[src/rtl/uart_rx_pkg.sv]
package uart_rx_pkg;
    typedef enum logic [2:0] {
        ST_IDLE,
        ST_START,
        ST_DATA,
        ST_PARITY,
        ST_STOP,
        ST_DELIVER,
        ST_WAIT_HIGH
    } rx_state_e;
endpackage

[src/rtl/uart_rx_sync.sv]
module uart_rx_sync #(
    parameter int STAGES = 2
) (
    input  logic clk,
    input  logic rst_n,
    input  logic d_async,
    output logic d_sync
);
    logic [STAGES-1:0] chain;

    always_ff @(posedge clk or negedge rst_n) begin
        if (!rst_n) chain <= '1;
        else        chain <= {chain[STAGES-2:0], d_async};
    end

    assign d_sync = chain[STAGES-1];
endmodule

[src/rtl/uart_rx_width.sv]
module uart_rx_width #(
    parameter int DATA_MAX = 8,
    parameter int LEN_W    = 2,
    localparam int IDX_W    = $clog2(DATA_MAX),
    localparam int MIN_BITS = DATA_MAX - (2**LEN_W - 1)
) (
    input  logic [LEN_W-1:0]    len_sel,
    output logic [IDX_W-1:0]    last_idx,
    output logic [DATA_MAX-1:0] mask
);
    assign last_idx = IDX_W'(MIN_BITS - 1) + IDX_W'(len_sel);

    for (genvar i = 0; i < DATA_MAX; i++) begin : g_mask
        assign mask[i] = (IDX_W'(i) <= last_idx);
    end
endmodule

[src/rtl/uart_rx_parity.sv]
module uart_rx_parity #(
    parameter int DATA_MAX = 8
) (
    input  logic [DATA_MAX-1:0] data,
    input  logic                par_type,
    input  logic                par_force,
    output logic                exp_bit
);
    logic xor_all;

    assign xor_all = ^data;

    always_comb begin
        if (par_force) exp_bit = ~par_type;
        else           exp_bit = xor_all ^ ~par_type;
    end
endmodule

[src/rtl/uart_frame_rx.sv]
module uart_frame_rx
    import uart_rx_pkg::*;
#(
    parameter int OSR      = 16,
    parameter int DATA_MAX = 8,
    parameter int LEN_W    = 2,
    parameter int SYNC_STG = 2
) (
    input  logic                clk,
    input  logic                rst_n,
    input  logic                tick16,
    input  logic                rx_line,
    input  logic [LEN_W-1:0]    len_sel,
    input  logic                par_en,
    input  logic                par_type,
    input  logic                par_force,
    output logic                rx_valid,
    output logic [DATA_MAX-1:0] rx_data,
    output logic                err_parity,
    output logic                err_frame,
    output logic                brk_det
);
    localparam int CNT_W = $clog2(OSR);
    localparam int IDX_W = $clog2(DATA_MAX);
    localparam logic [CNT_W-1:0] LAST_TICK = CNT_W'(OSR - 1);
    localparam logic [CNT_W-1:0] MID_TICK  = CNT_W'(OSR / 2 - 1);

    rx_state_e             state, state_nx;
    logic                  rx_s;
    logic [CNT_W-1:0]      cnt;
    logic [IDX_W-1:0]      bit_idx;
    logic [IDX_W-1:0]      last_idx;
    logic [DATA_MAX-1:0]   mask;
    logic [DATA_MAX-1:0]   shreg;
    logic                  par_bit;
    logic                  stop_bit;
    logic                  exp_par;
    logic                  bit_done;
    logic                  mid_start;

    uart_rx_sync #(.STAGES(SYNC_STG)) u_sync (
        .clk     (clk),
        .rst_n   (rst_n),
        .d_async (rx_line),
        .d_sync  (rx_s)
    );

    uart_rx_width #(.DATA_MAX(DATA_MAX), .LEN_W(LEN_W)) u_width (
        .len_sel  (len_sel),
        .last_idx (last_idx),
        .mask     (mask)
    );

    uart_rx_parity #(.DATA_MAX(DATA_MAX)) u_par (
        .data      (shreg & mask),
        .par_type  (par_type),
        .par_force (par_force),
        .exp_bit   (exp_par)
    );

    assign bit_done  = tick16 && (cnt == LAST_TICK);
    assign mid_start = tick16 && (cnt == MID_TICK);

    // State register
    always_ff @(posedge clk or negedge rst_n) begin
        if (!rst_n) state <= ST_IDLE;
        else        state <= state_nx;
    end

    // Transitions
    always_comb begin
        state_nx = state;
        unique case (state)
            ST_IDLE:      if (!rx_s) state_nx = ST_START;
            ST_START:     if (mid_start) state_nx = rx_s ? ST_IDLE : ST_DATA;
            ST_DATA:      if (bit_done && bit_idx == last_idx)
                              state_nx = par_en ? ST_PARITY : ST_STOP;
            ST_PARITY:    if (bit_done) state_nx = ST_STOP;
            ST_STOP:      if (bit_done) state_nx = ST_DELIVER;
            ST_DELIVER:   state_nx = ST_WAIT_HIGH;
            ST_WAIT_HIGH: if (rx_s) state_nx = ST_IDLE;
            default:      state_nx = ST_IDLE;
        endcase
    end

    // Sampling datapath and outputs
    always_ff @(posedge clk or negedge rst_n) begin
        if (!rst_n) begin
            cnt        <= '0;
            bit_idx    <= '0;
            shreg      <= '0;
            par_bit    <= 1'b0;
            stop_bit   <= 1'b1;
            rx_valid   <= 1'b0;
            rx_data    <= '0;
            err_parity <= 1'b0;
            err_frame  <= 1'b0;
            brk_det    <= 1'b0;
        end else begin
            if (state != state_nx)      cnt <= '0;
            else if (tick16)            cnt <= (cnt == LAST_TICK) ? '0 : cnt + 1'b1;

            if (state == ST_START && state_nx == ST_DATA) begin
                shreg   <= '0;
                bit_idx <= '0;
                par_bit <= 1'b0;
            end
            if (state == ST_DATA && bit_done) begin
                shreg[bit_idx] <= rx_s;
                bit_idx        <= bit_idx + 1'b1;
            end
            if (state == ST_PARITY && bit_done) par_bit  <= rx_s;
            if (state == ST_STOP   && bit_done) stop_bit <= rx_s;

            rx_valid <= (state == ST_DELIVER);
            if (state == ST_DELIVER) begin
                rx_data    <= shreg & mask;
                err_parity <= par_en && (par_bit != exp_par);
                err_frame  <= !stop_bit;
                brk_det    <= ((shreg & mask) == '0) && !par_bit && !stop_bit;
            end
        end
    end
endmodule

[config.mk]
export PLATFORM = sky130hd
export DESIGN_NAME = uart_frame_rx
export DESIGN_NICKNAME = d
export VERILOG_FILES = /design/src/rtl/uart_rx_pkg.sv /design/src/rtl/uart_rx_sync.sv /design/src/rtl/uart_rx_width.sv /design/src/rtl/uart_rx_parity.sv /design/src/rtl/uart_frame_rx.sv
export SDC_FILE = /design/constraint.sdc
export NUM_CORES = 1
export LEC_CHECK = 0
export ABC_AREA = 0
export BUFFER_PORTS_ARGS = -buffer_cell sky130_fd_sc_hd__buf_2
export CORE_MARGIN = 1.5
export CORE_UTILIZATION = 45
export CTS_CLUSTER_SIZE = 8
export DETAILED_ROUTE_END_ITERATION = 8
export GPL_TIMING_DRIVEN = 0
export PLACE_DENSITY = 0.64
export SLEW_MARGIN = 30
export SYNTH_ARGS = -nofsm -noshare
export SYNTH_HDL_FRONTEND = slang
export SYNTH_SLANG_ARGS = --single-unit
[constraint.sdc]
create_clock -name clk -period 1.5 [get_ports clk]
set_input_delay 0.225 -clock clk [delete_from_list [all_inputs] [get_ports clk]]
set_output_delay 0.225 -clock clk [all_outputs]
set_load 0.05 [all_outputs]
Word-level counts from Yosys, hierarchy flattened

Cells that the tools add are included.

Bits in registers: 34
Bits of input ports: 9
Logic and storage cells: 81

Add/sub/neg operators: 3
Order comparisons: 10
Eq/ne operators: 12
Muxes and demuxes: 22
Bitwise logic cells: 3
Reduce and logical (&&, ||, !) cells: 19

Operators by type and width:

| kind                                                       | count |
|---|---|
| 2-to-1 mux 3 bit                                           | 9 |
| case mux 3 bit (7 select lines)                            | 1 |
| 2-to-1 mux 8 bit                                           | 2 |
| <= comparator 3 bit, first input constant                  | 4 |
| 2-to-1 mux 4 bit                                           | 3 |
| logical AND 1 bit                                          | 11 |
| equality test 3 x 2 -> 1 bit, second input constant        | 3 |
| equality test 3 bit, second input constant                 | 3 |
| AND 8 bit                                                  | 1 |
| bitwise mux 8 bit                                          | 1 |
| zero test 8 bit                                            | 1 |
| XOR reduction 8 bit                                        | 1 |
| <= comparator 1 x 3 -> 1 bit, first input constant         | 2 |
| <= comparator 2 x 3 -> 1 bit, first input constant         | 2 |
| nonzero test 2 bit                                         | 3 |
| adder 4 x 1 -> 4 bit, second input constant                | 1 |
| equality test 4 x 3 -> 1 bit, second input constant        | 1 |
| equality test 4 bit, second input constant                 | 1 |
| less-than comparator 3 x 4 -> 1 bit, second input constant | 1 |
| 2-to-1 mux 1 bit                                           | 4 |
| adder 3 x 1 -> 3 bit, second input constant                | 1 |
| adder 3 x 2 -> 3 bit, first input constant                 | 1 |
| demux 1 bit (select 3 bit)                                 | 1 |
| equality test 3 x 1 -> 1 bit, second input constant        | 1 |
| other kinds (9)                                            | 10 |

Depth between registers and ports, before layout

Depth in word-level cells: 10
Gate-level depth with buffers: 6
Gate-level depth less buffers: 6

Modules after synthesis

A second synthesis with hierarchy kept.

Cell total of the unflattened synthesis: 208
Area, all modules: 1955.6 µm²

Modules (own cells, without submodules):

| module         | times used | cells each | area each (µm²) | sequential area each (µm²) |
|---|---|---|---|---|
| uart_frame_rx  | 1          | 185        | 1747.9          | 802.0 |
| uart_rx_width  | 1          | 12         | 81.3            | 0.0 |
| uart_rx_parity | 1          | 9          | 73.8            | 0.0 |
| uart_rx_sync   | 1          | 2          | 52.6            | 52.6 |

Least setup slack after synthesis

OpenSTA, ideal clock, no wires.

Kind: reg-to-reg
Start point: reg cnt[0]
End point: reg bit_idx[2]
Setup time: 0.126 ns
Arrival: 1.574 ns
Data required time: 1.374 ns
Setup slack: -0.200 ns
Stages on the path, launching flop included: 7
Path buffers: 1
Cell sequence: dfrtp_1 -> ha_1 -> and3_1 -> buf_4 -> nand4b_4 -> nor2b_4 -> a221o_1

Word-level cells in the longest chain between the ends: 8
Elaborated cells on any way between the ends: 15
Those cells by class: 3 x eq/ne; 6 x mux; 6 x reduce/logical

RTL lines:

| item                            | line                 | text |
|---|---|---|
| start, declared                 | uart_frame_rx.sv:30  | `logic [CNT_W-1:0] cnt;` |
| start signal, assigned          | uart_frame_rx.sv:101 | `else if (tick16) cnt <= (cnt == LAST_TICK) ? '0 : cnt + 1'b1;` |
| equality test 4 bit             | uart_frame_rx.sv:61  | `assign bit_done = tick16 && (cnt == LAST_TICK);` |
| logical AND 1 bit               | uart_frame_rx.sv:61  |  |
| logical AND 1 bit               | uart_frame_rx.sv:76  | `ST_DATA: if (bit_done && bit_idx == last_idx)` |
| 2-to-1 mux 3 bit                | uart_frame_rx.sv:76  |  |
| case mux 3 bit (7 select lines) | uart_frame_rx.sv:73  | `unique case (state)` |
| equality test 3 x 2 -> 1 bit    | uart_frame_rx.sv:103 | `if (state == ST_START && state_nx == ST_DATA) begin` |
| logical AND 1 bit               | uart_frame_rx.sv:103 |  |
| nonzero test 2 bit (no line)    | -                    |  |
| end signal, assigned            | uart_frame_rx.sv:110 | `bit_idx <= bit_idx + 1'b1;` |
| end, declared                   | uart_frame_rx.sv:31  | `logic [IDX_W-1:0] bit_idx;` |

Several ways; a longest one is shown, not always the timed one.
A chain may end at the register's enable or synchronous reset.

Final worst setup path

Start point: reg shreg[7]
End point: reg err_parity

Word-level cells in the longest chain between the ends: 6

RTL lines:

| item                            | line                 | text |
|---|---|---|
| start, declared                 | uart_frame_rx.sv:34  | `logic [DATA_MAX-1:0] shreg;` |
| start signal, assigned by index | uart_frame_rx.sv:109 | `shreg[bit_idx] <= rx_s;` |
| AND 8 bit                       | uart_frame_rx.sv:55  | `.data (shreg & mask),` |
| XOR reduction 8 bit             | uart_rx_parity.sv:11 | `assign xor_all = ^data;` |
| bitwise XOR 1 bit               | uart_rx_parity.sv:15 | `else exp_bit = xor_all ^ ~par_type;` |
| 2-to-1 mux 1 bit                | uart_rx_parity.sv:14 | `if (par_force) exp_bit = ~par_type;` |
| inequality test 1 bit           | uart_frame_rx.sv:118 | `err_parity <= par_en && (par_bit != exp_par);` |
| logical AND 1 bit               | uart_frame_rx.sv:118 |  |
| end signal, assigned            | uart_frame_rx.sv:118 |  |
| end, declared                   | uart_frame_rx.sv:19  | `output logic err_parity,` |

Every way passes these cells.

==> flow_summary.json <==
{
  "outcome": "finished, violations left",
  "violated_checks": "hold timing, setup timing",
  "ys.flop_type": "sky130_fd_sc_hd__dfrtp_1",
  "worst_slew_margin_rel": 0.497,
  "finalCritPeriodShare": 1.13,
  "syn_inst": 191,
  "power.combinational.fraction": 0.340,
  "fin_worst_hold_slack_ps": -5.84,
  "design.portCount": 21,
  "internal_power_uw": 1680,
  "ys.warnings.count": 0,
  "globalRouteTotalUtil": 0.198,
  "clockRootBuffer": "sky130_fd_sc_hd__clkbuf_8",
  "insertedDiodeCount": 0,
  "pwr_density_cell_mw_per_mm2": 1110,
  "arrival_ps": 1860,
  "synth_cell_types": 50,
  "synth_edf_count": 0,
  "final_slew_viol_count": 0,
  "die_width_microns": 67.9,
  "cp-start-kind": "flip-flop",
  "number_of_h_tree_branching_levels": 2,
  "critical_path.slowest_cell": "sky130_fd_sc_hd__or3b_4",
  "fin_total_pwr_uw": 2690,
  "multi_input_comb_area_sq_mm": 0.00114,
  "critPathMaxFanout": 2,
  "ordered_list_of_cells_on_the_worst_path": "nand3_2 > ha_4 > xnor2_4 > xnor2_2 > o211ai_1 > or3b_4",
  "place_congestion": 0.763,
  "postSynthRegisterBits": 34,
  "initial_core_util": 0.470,
  "wire_length_of_the_first_global_routing_pass_mm": 6.76,
  "detail_route.drc_violations": 0,
  "clkLatencyLatePin_ps": 280,
  "dpl_cell_area_sq_mm": 0.00207,
  "io_buffer_count": 19,
  "drt_first_pass_iters": 4,
  "route.detailed.vias_per_inst": 5.66,
  "synth.yosys.seq_area_share": 0.451,
  "ant_nets": 0,
  "numClockSinks": 34,
  "tritoncts.num_buffers": 5,
  "power.net_switching_uw": 1010,
  "post-route-min-period_ps": 1700,
  "grt_start_max_net_pins": 35,
  "crit_path_end_kind": "flip-flop",
  "antenna_violations_before_repair": 0,
  "areaGrowthSynthToFinish_pct": 27.2,
  "drtIter0Drc": 136,
  "layout-drive-gt1-share": 0.374,
  "critical-path-max-stage-delay_ps": 390,
  "unrepaired_setup_endpoints_after_global_routing": "yes",
  "coreArea_sq_mm": 0.00403,
  "vdd.ir_drop.worst_v": 0.000492,
  "postCtsHoldBufs": 0,
  "maxClockFrequency_mhz": 588,
  "min_path_type": "in2async",
  "max_slew.worst_pin.slew_ps": 755,
  "share_clk_of_total_power": 0.241,
  "timing.setup.critical_path_class": "reg2reg",
  "mappedNetlistNets": 206,
  "finalWorstSetupSlack_ps": -200,
  "floorplan.die_area_sq_mm": 0.00461,
  "max-clock-path-buffers": 2,
  "worst_setup_hold_path_clk_slew_ps": 70,
  "clock-skew-final_ps": 7.85,
  "fillCellCount": 361,
  "final_area_sq_mm": 0.00241,
  "post-dp-hpwl_mm": 2.87,
  "postSynth.asyncResetShare": 1.00,
  "vias": 1568,
  "wl_mm": 4.43,
  "drt-wirelength-per-cell_microns": 16.0,
  "clock_tree_from_tritoncts": "built",
  "global_route.overflow_total": 0,
  "via_count_of_the_first_global_routing_pass": 1439,
  "ff_latch_area_sq_um": 856,
  "setup-violations-final": 17,
  "core.rowCount": 23,
  "leakage_uw": 0.00112,
  "seqPwrFrac": 0.419,
  "required_ps": 1660,
  "nNetsFinal": 241,
  "finalHoldViolCount": 3,
  "mappedNetlistArea_sq_mm": 0.00190,
  "drv.max_cap_violation_count": 0,
  "dieHeight_microns": 67.9,
  "average_instance_area_after_synthesis_sq_um": 9.92,
  "swShare": 0.374
}
## layout make-up
class                   instances  share of cell area
multi-input cells             137               0.475
flip-flops and latches         34               0.355
inverters                      10              0.0156
clock buffers                   6              0.0301
plain buffers                   9              0.0223
repair buffers                 29              0.0721
clock inverters                 2             0.00415
well taps                      50              0.0259
## path summary, 6_finish.rpt
path,endpoint,slack (ps),startpoint,cells past startpoint
max,err_parity$_DFFE_PN0P_,-200,shreg[7]$_DFF_PN0_,6
min,cnt[3]$_DFFE_PN0P_,-6,rst_n,1
max reg2reg,err_parity$_DFFE_PN0P_,-200,shreg[7]$_DFF_PN0_,6
min reg2reg,u_sync.chain[1]$_DFF_PN1_,360,u_sync.chain[0]$_DFF_PN1_,0
max in group asynchronous,state[0]$_DFF_PN0_,970,rst_n,1
min in group clk,u_sync.chain[0]$_DFF_PN1_,40,rx_line,1
## logic make-up after synthesis
logic type	share of synthesized area
XOR/XNOR	0.0370
adder cells (fa/ha/maj)	0.0396
buffers and inverters	0.0469
flip-flops	0.451
AND/OR/NAND/NOR	0.235
AO/OA/AOI/OAI	0.127
multiplexers	0.0640
## power groups by stage
stage / Combinational (uW) / Clock [uW] / Sequential [uW]
floorplan: 444 / 0 / 1250
detailed placement: 728 / 0 / 1150
global placement: 700 / 0 / 1140
global route: 996 / 707 / 1130
CTS: 801 / 661 / 1120
finish: 913 / 648 / 1130
## sequential cells by signal (all words and copies together), names as in the netlist
register / flops
state: 3
bit_idx: 3
rx_valid: 1
par_bit: 1
stop_bit: 1
u_sync.chain: 2
cnt: 4
brk_det: 1
shreg: 8
err_frame: 1
rx_data: 8
err_parity: 1
## per-layer routing
metal | part of all wire | track usage | up-vias
met5 | 0 | 0 | -
met4 | 0.012 | 0.0675 | 0
met3 | 0.046 | 0.0428 | 7
met2 | 0.49 | 0.306 | 46
met1 | 0.46 | 0.275 | 777
li1 | - | - | 738
## timing repair
action                                  in CTS  in global routing
endpoints found under the setup margin      17                 19
pin swaps                                   12                  5
hold endpoints to repair                     0                  0
setup buffers                                7                  3
gates resized for setup                      8                 28
## worst max-delay path, delay by kind of cell, from the launching register on
family                   cells  cell delay (ps)
AO/OA/AOI/OAI                1              150
adder cells (fa/ha/maj)      1              260
XOR/XNOR                     2              290
flip-flops                   1              370
AND/OR/NAND/NOR              2              510
## per-stage QoR
step                setup TNS (ps)  hold slack, ps  setup WS [ps]   util  std cells
detailed placement           -2810             334           -322  0.513        260
global placement             -1900             324           -327  0.513        260
floorplan                     -214           -70.6           -111      -        191
CTS                           -845            36.4           -216  0.556        274
global route                 -3060            34.4           -249  0.598        277
finish                       -1990           -5.84           -200  0.598        277
## cell usage after synthesis, types with 3 or more instances
cell	count	area share
sky130_fd_sc_hd__nand2_1	29	0.057
sky130_fd_sc_hd__nor2b_1	4	0.013
sky130_fd_sc_hd__dfrtp_1	31	0.41
sky130_fd_sc_hd__xnor2_1	6	0.028
sky130_fd_sc_hd__inv_1	9	0.018
sky130_fd_sc_hd__nand3_1	13	0.034
sky130_fd_sc_hd__ha_1	6	0.040
sky130_fd_sc_hd__dfstp_2	3	0.042
sky130_fd_sc_hd__o21ai_0	14	0.037
sky130_fd_sc_hd__nor3_1	3	0.0079
sky130_fd_sc_hd__a211oi_1	3	0.012
sky130_fd_sc_hd__clkbuf_1	3	0.0059
sky130_fd_sc_hd__mux2i_1	11	0.058
sky130_fd_sc_hd__a21oi_1	4	0.011
sky130_fd_sc_hd__buf_2	5	0.013
sky130_fd_sc_hd__nor2_1	6	0.012
## cell usage in the layout, fill, tap and decap left out, drive strengths merged, types with 2 or more instances in the layout
| master | synthesis | routed |
|---|---|---|
| and3 | 2 | 2 |
| nand2b | 2 | 2 |
| or3b | 2 | 2 |
| nor2b | 5 | 5 |
| nor3 | 4 | 4 |
| a211oi | 4 | 4 |
| xnor2 | 6 | 6 |
| o21ai | 15 | 15 |
| buf | 7 | 36 |
| inv | 10 | 10 |
| mux2i | 11 | 11 |
| o31ai | 2 | 2 |
| a21oi | 4 | 4 |
| nand3 | 13 | 13 |
| ha | 6 | 6 |
| clkbuf | 3 | 8 |
| clkinv | 0 | 2 |
| xor2 | 2 | 2 |
| dfstp | 3 | 3 |
| nand2 | 29 | 29 |
| nor2 | 6 | 6 |
| nand4b | 3 | 3 |
| dfrtp | 31 | 31 |
| nand4 | 2 | 2 |
Power figures use the tool's default switching activity.
